## src/rtl/sclk_pkg.sv

```systemverilog
`timescale 1ns/1ps
package sclk_pkg;
  localparam int unsigned PHASES = 3;
  typedef logic [1:0] phase_t;
  localparam logic [2:0] HALT_CODE = 3'b011;
  localparam phase_t PH_HIGH = 2'd0;
  localparam phase_t PH_MID  = 2'd1;
  localparam phase_t PH_LAST = 2'd2;
endpackage

```

## src/rtl/sclk_timebase.sv

```systemverilog
`timescale 1ns/1ps
module sclk_timebase
  import sclk_pkg::*;
#(
  parameter int unsigned SLOW_STEPS = 256,
  localparam int unsigned SCW = (SLOW_STEPS > 1) ? $clog2(SLOW_STEPS) : 1
) (
  input  logic           clk,
  input  logic           rst_n,
  input  logic           run_i,
  input  logic           start_acc_i,
  input  logic           slow_sel_i,
  output phase_t         ph_o,
  output logic [SCW-1:0] sc_o,
  output logic           slow_o,
  output logic           at_zero_o,
  output logic           at_last_o
);
  phase_t         ph_q, ph_d;
  logic [SCW-1:0] sc_q, sc_d;
  logic           slow_q, slow_d;
  logic [SCW-1:0] sc_lim;
  logic           en;

  assign sc_lim    = slow_q ? SCW'(SLOW_STEPS - 1) : '0;
  assign at_zero_o = (ph_q == PH_HIGH) && (sc_q == '0);
  assign at_last_o = (ph_q == PH_LAST) && (sc_q == sc_lim);
  assign en        = run_i | start_acc_i;

  always_comb begin
    ph_d   = ph_q;
    sc_d   = sc_q;
    slow_d = slow_q;
    if (start_acc_i) begin
      slow_d = slow_sel_i;
    end else if (run_i) begin
      if (at_last_o) begin
        ph_d   = PH_HIGH;
        sc_d   = '0;
        slow_d = slow_sel_i;
      end else if (sc_q == sc_lim) begin
        ph_d = ph_q + 2'd1;
        sc_d = '0;
      end else begin
        sc_d = sc_q + SCW'(1);
      end
    end
  end

  always_ff @(posedge clk or negedge rst_n) begin
    if (!rst_n) begin
      ph_q   <= PH_HIGH;
      sc_q   <= '0;
      slow_q <= 1'b0;
    end else if (en) begin
      ph_q   <= ph_d;
      sc_q   <= sc_d;
      slow_q <= slow_d;
    end
  end

  assign ph_o   = ph_q;
  assign sc_o   = sc_q;
  assign slow_o = slow_q;
endmodule

```

## src/rtl/sclk_runctl.sv

```systemverilog
`timescale 1ns/1ps
module sclk_runctl
  import sclk_pkg::*;
(
  input  logic       clk,
  input  logic       rst_n,
  input  logic       at_zero_i,
  input  logic       at_last_i,
  input  logic [2:0] stat_i,
  input  logic       start_req_i,
  output logic       run_o,
  output logic       start_acc_o
);
  logic run_q, run_d;
  logic halt_q, halt_d;

  assign start_acc_o = !run_q && start_req_i;

  always_comb begin
    run_d  = run_q;
    halt_d = halt_q;
    if (run_q) begin
      if (at_zero_i) begin
        halt_d = (stat_i == HALT_CODE);
      end else if (at_last_i && halt_q) begin
        run_d  = 1'b0;
        halt_d = 1'b0;
      end
    end else if (start_req_i) begin
      run_d = 1'b1;
    end
  end

  always_ff @(posedge clk or negedge rst_n) begin
    if (!rst_n) begin
      run_q  <= 1'b1;
      halt_q <= 1'b0;
    end else begin
      run_q  <= run_d;
      halt_q <= halt_d;
    end
  end

  assign run_o = run_q;
endmodule

```

## src/rtl/sclk_outstage.sv

```systemverilog
`timescale 1ns/1ps
module sclk_outstage
  import sclk_pkg::*;
#(
  parameter int unsigned SLOW_STEPS = 256,
  localparam int unsigned SCW = (SLOW_STEPS > 1) ? $clog2(SLOW_STEPS) : 1,
  localparam int unsigned HALF = SLOW_STEPS / 2
) (
  input  logic           clk,
  input  logic           rst_n,
  input  logic           run_i,
  input  phase_t         ph_i,
  input  logic [SCW-1:0] sc_i,
  input  logic           slow_i,
  output logic           sys_o,
  output logic           c50_o,
  output logic           pclk_o
);
  logic sys_q, sys_d;
  logic c50_q, c50_d;
  logic pclk_q, pclk_d;
  logic ext_q;

  always_comb begin
    sys_d  = run_i && (ph_i == PH_HIGH);
    c50_d  = run_i && ((ph_i == PH_HIGH) ||
                       (slow_i && (ph_i == PH_MID) && (sc_i < SCW'(HALF))));
    pclk_d = pclk_q ^ (sys_q & ~sys_d);
  end

  always_ff @(posedge clk or negedge rst_n) begin
    if (!rst_n) begin
      sys_q  <= 1'b0;
      c50_q  <= 1'b0;
      pclk_q <= 1'b0;
    end else begin
      sys_q  <= sys_d;
      c50_q  <= c50_d;
      pclk_q <= pclk_d;
    end
  end

  // Half-cycle extension of the fast-mode 50% clock.
  always_ff @(negedge clk or negedge rst_n) begin
    if (!rst_n) ext_q <= 1'b0;
    else        ext_q <= sys_q;
  end

  assign sys_o  = sys_q;
  assign c50_o  = slow_i ? c50_q : (c50_q | ext_q);
  assign pclk_o = pclk_q;
endmodule

```

## src/rtl/sclk_mode_ctrl.sv

```systemverilog
`timescale 1ns/1ps
module sclk_mode_ctrl
  import sclk_pkg::*;
#(
  parameter int unsigned SLOW_STEPS = 256,
  localparam int unsigned SCW = (SLOW_STEPS > 1) ? $clog2(SLOW_STEPS) : 1
) (
  input  logic       clk_ref,
  input  logic       rst_n,
  input  logic       slow_sel,
  input  logic [2:0] stat_i,
  input  logic       start_req,
  output logic       sys_clk_o,
  output logic       clk50_o,
  output logic       pclk_o,
  output logic       running_o
);
  phase_t         ph;
  logic [SCW-1:0] sc;
  logic           slow_act, at_zero, at_last, run, start_acc;

  sclk_timebase #(.SLOW_STEPS(SLOW_STEPS)) tb_i (
    .clk(clk_ref), .rst_n(rst_n), .run_i(run), .start_acc_i(start_acc),
    .slow_sel_i(slow_sel), .ph_o(ph), .sc_o(sc), .slow_o(slow_act),
    .at_zero_o(at_zero), .at_last_o(at_last)
  );

  sclk_runctl rc_i (
    .clk(clk_ref), .rst_n(rst_n), .at_zero_i(at_zero), .at_last_i(at_last),
    .stat_i(stat_i), .start_req_i(start_req), .run_o(run),
    .start_acc_o(start_acc)
  );

  sclk_outstage #(.SLOW_STEPS(SLOW_STEPS)) os_i (
    .clk(clk_ref), .rst_n(rst_n), .run_i(run), .ph_i(ph), .sc_i(sc),
    .slow_i(slow_act), .sys_o(sys_clk_o), .c50_o(clk50_o), .pclk_o(pclk_o)
  );

  assign running_o = run;
endmodule

```

## config.mk

```make
export PLATFORM = sky130hd
export DESIGN_NAME = sclk_mode_ctrl
export DESIGN_NICKNAME = d
export VERILOG_FILES = /design/src/rtl/sclk_pkg.sv /design/src/rtl/sclk_timebase.sv /design/src/rtl/sclk_runctl.sv /design/src/rtl/sclk_outstage.sv /design/src/rtl/sclk_mode_ctrl.sv
export SDC_FILE = /design/constraint.sdc
export NUM_CORES = 1
export LEC_CHECK = 0
export BUFFER_PORTS_ARGS = -buffer_cell sky130_fd_sc_hd__buf_2
export CAP_MARGIN = 20
export CORE_MARGIN = 2
export CORE_UTILIZATION = 59
export CTS_CLUSTER_SIZE = 20
export DETAILED_ROUTE_END_ITERATION = 10
export MAX_ROUTING_LAYER = met4
export PLACE_DENSITY_LB_ADDON = 0.08
export REMOVE_ABC_BUFFERS = 1
export SYNTH_ARGS = -nofsm -noshare
export SYNTH_HDL_FRONTEND = slang
export SYNTH_SLANG_ARGS = --single-unit
```

## constraint.sdc

```tcl
create_clock -name clk_ref -period 4.9 [get_ports clk_ref]
set_clock_uncertainty 0.05 [all_clocks]
set_input_delay 0.245 -clock clk_ref [delete_from_list [all_inputs] [get_ports clk_ref]]
set_output_delay 0.245 -clock clk_ref [all_outputs]
set_load 0.02 [all_outputs]
```

==> summary.md <==
| Metric | Value |
|---|---|
| Status | complete, no violations |
| WP data arrival | approximately 3.4 ns |
| First-pass GRT wire length | 2630 um |
| Core box area | 1470 sq um |
| Most frequent cells in the layout | dfrtp_1, buf_2, nand2_1 |
| Reg2reg path depth | 0 |
| Dpl hpwl | between 1000 and 1500 um |
| Initial antenna violation count | 0 |
| Remaining antenna violation count after routing | 0 |
| Avg Inst Size Synth | about 11 sq um |
| CTS tree | done |
| Post-Route WL | 1530 um |
| Vias | 646 |
| Root buffer cell | clkbuf_4 |
| Setup TNS | 0 ns |
| Class of the worst hold path | input pin to flip-flop |
| Vias in the first global route | 620 |
| Top FF cell, synth | dfrtp_1 |
| Initial drt markers | 17 |
| Synth Area in Simple Gates | about 23% |
| Total GRT Usage | between 10% and 20% |
| Crit Reg-Reg Startpoint | os_i.sys_o |
| Die Span Y | 42.9 um |
| Setup CP Type | flip-flop to output pin |
| Clock latency on the worst-skew pair | 0.29 ns |
| GP Congestion | approximately 0.88 |
| FF+latch count, synth | 17 |
| Sequential share of the synthesized area | 47.7% |
| Port buffer count | 10 |
| Max-slew headroom | between 70% and 80% |
| Comb power frac | between 30% and 40% |
| Slew Limit Fails | 0 |
| Crit Reg-Reg Endpoint | os_i.ext_q |
| Compound-gate portion of the synthesized area | ~13% |
| Design area | between 900 and 1000 sq um |
| Clk slew on worst S/H paths | 0.10 ns |
| CTS sink cnt | 17 |
| Full die area | between 1500 and 2000 sq um |
| Synth-to-layout area growth | 11.3% |
| Post-CTS sizing | 0 |
| Worst Path Max Fanout | 1 |
| Multi-input gate area | between 400 and 500 sq um |
| Commonest non-fill, non-tap cell in the layout | dfrtp_1 |
| DP Area | 956 sq um |
| Worst-margin pin slew | 0.368 ns |
| Clock network fraction of total power | 13.6% |
| Final design utilization | 67.7% |
| WL/cell | 13.8 um |
| Yosys warns | 0 |
| Register-to-register setup slack | approximately 1.9 ns |
| Row Count | 14 |
| Switching power total | 224 uW |
| Worst setup SP type | flip-flop |
| Max_cap viols | 0 |
| CP Launch Point | os_i.ext_q |
| Diode count | 0 |
| Synthesized cell area | 895 sq um |
| Remaining Overflow, GRT | 0 |
| Pint | 329 uW |
| Mux cell area share after synthesis | under 10% |
| Unrepaired setup endpoints after global routing | false |
| CP Capture Type | output pin |
| Asr flop ratio synth | 100% |
| H-tree levels | 1 |
| Residual DRC count | 0 |
| Cell Pwr Density | between 500 and 600 nW/um^2 |
| Via density | 5.82 |
| Final hold viol count | 0 |
| Die width | 42.9 um |
| Switching Share | 40.5% |
| Part of the power in registers | approximately 50% |
| Worst IR Drop VDD | between 0.0003 and 0.0004 V |
| CTS Buffer Depth | 2 |
| Final number of setup-violating endpoints | 0 |
| HP Start | slow_sel |
| Post-Synth Adder-Cell Area | between 2 and 3% |
| Filler cells | 127 |
| Drt pass-1 iters | 4 |
| WP data required | 4.61 ns |
| Synth Instances | 82 |
| Io pins | 11 |
| CTS Buf Count | 3 |
| FF+latch area | approximately 430 sq um |
| Ratio of cells with drive above 1 in the final layout | around 25% |
| Final-stage net count | about 110 |
| Netlist cell types | 36 |
| Pleak | 0.000440 uW |
| Largest net degree at the start of global routing | 18 |
| CP Capture Point | clk50_o |
| Post-synth EDFFs | 0 |
| XOR/XNOR Fraction of Synth Area | 6.85% |
| Initial cell density of the core | between 60% and 70% |
| Main combinational cell family by area after synthesis | simple AND/OR/NAND/NOR gates |
==> flip-flops by register name (all words and copies together) (netlist names) <==
signal       flops
tb_i.sc_o        8
rc_i.run_o       1
os_i.ext_q       1
os_i.sys_o       1
os_i.pclk_o      1
tb_i.slow_o      1
os_i.c50_q       1
rc_i.halt_q      1
tb_i.ph_o        2
==> final cells by class <==
type	instances	share of cell area, %
sequential	17	42.8
tap	16	2.01
timing repair buffer	11	6.03
clock inverter	1	0.754
inverter	5	1.88
multi-input combinational	58	44.2
clock buffer	3	2.26
==> cells by family after synthesis <==
family | count (synthesis)
AND/OR/NAND/NOR | 33
flip-flops | 17
AO/OA/AOI/OAI | 13
XOR/XNOR | 7
buffers and inverters | 7
multiplexers | 3
adder cells (fa/ha/maj) | 2
==> layer usage <==
layer,vias up,GRT usage (%),part of all wire [%]
li1,319,-,-
met1,309,23.4,46
met2,14,32.7,47
met3,4,2.55,4.0
met4,0,11.5,2.6
met5,-,-,0
==> what timing repair did <==
item | 4_1_cts | 5_1_grt
setup buffers | 0 | 0
endpoints found under the hold margin | 15 | 0
hold buffers | 1 | 0
==> how the worst min path moves through the flow <==
stage,end,depth (start not counted),slack [ns]
floorplan,os_i.c50_q,0,-0.10
global placement,os_i.pclk_o,1,0.13
detailed placement,tb_i.sc_o[7],1,0.13
CTS,tb_i.slow_o,2,0.13
global route,tb_i.slow_o,2,0.14
finish,tb_i.slow_o,2,0.13
==> stage by stage <==
stage          setup slack (ns)  std cells  power [uW]  hold WS [ns]
3_3_place_gp               1.54        106         475         0.127
5_1_grt                    1.17        111         595         0.138
6_report                   1.20        111         554         0.129
2_1_floorplan              1.59         80         427        -0.101
3_5_place_dp               1.52        106         483         0.132
4_1_cts                    1.20        111         559         0.131
==> cells in the mapped netlist, types with 2 or more instances <==
cell type,number,area (sq um)
nor2b_1,2,12.5
o21ai_1,2,10.0
mux2_1,2,22.5
nand4_1,6,37.5
a31oi_1,3,18.8
nor2_1,6,22.5
ha_1,2,25.0
and3_1,2,12.5
nand2_1,7,26.3
xnor2_1,4,35.0
xor2_1,3,26.3
inv_1,5,18.8
dfrtp_1,15,375
==> critical path, cell delays in order (launching register included) <==
cell     delay [ns]
dfrtn_1        0.34
a21o_1         0.17
buf_2          0.15
==> power groups by stage <==
stage	combinational (uW)	clock [uW]	sequential (uW)
after floorplan	152	0	275
after global placement	199	0	276
after detailed placement	205	0	278
after CTS	207	77.4	275
after global routing	228	82.6	285
final	204	75.5	274
No activity file was read; power rests on OpenSTA's default activity.
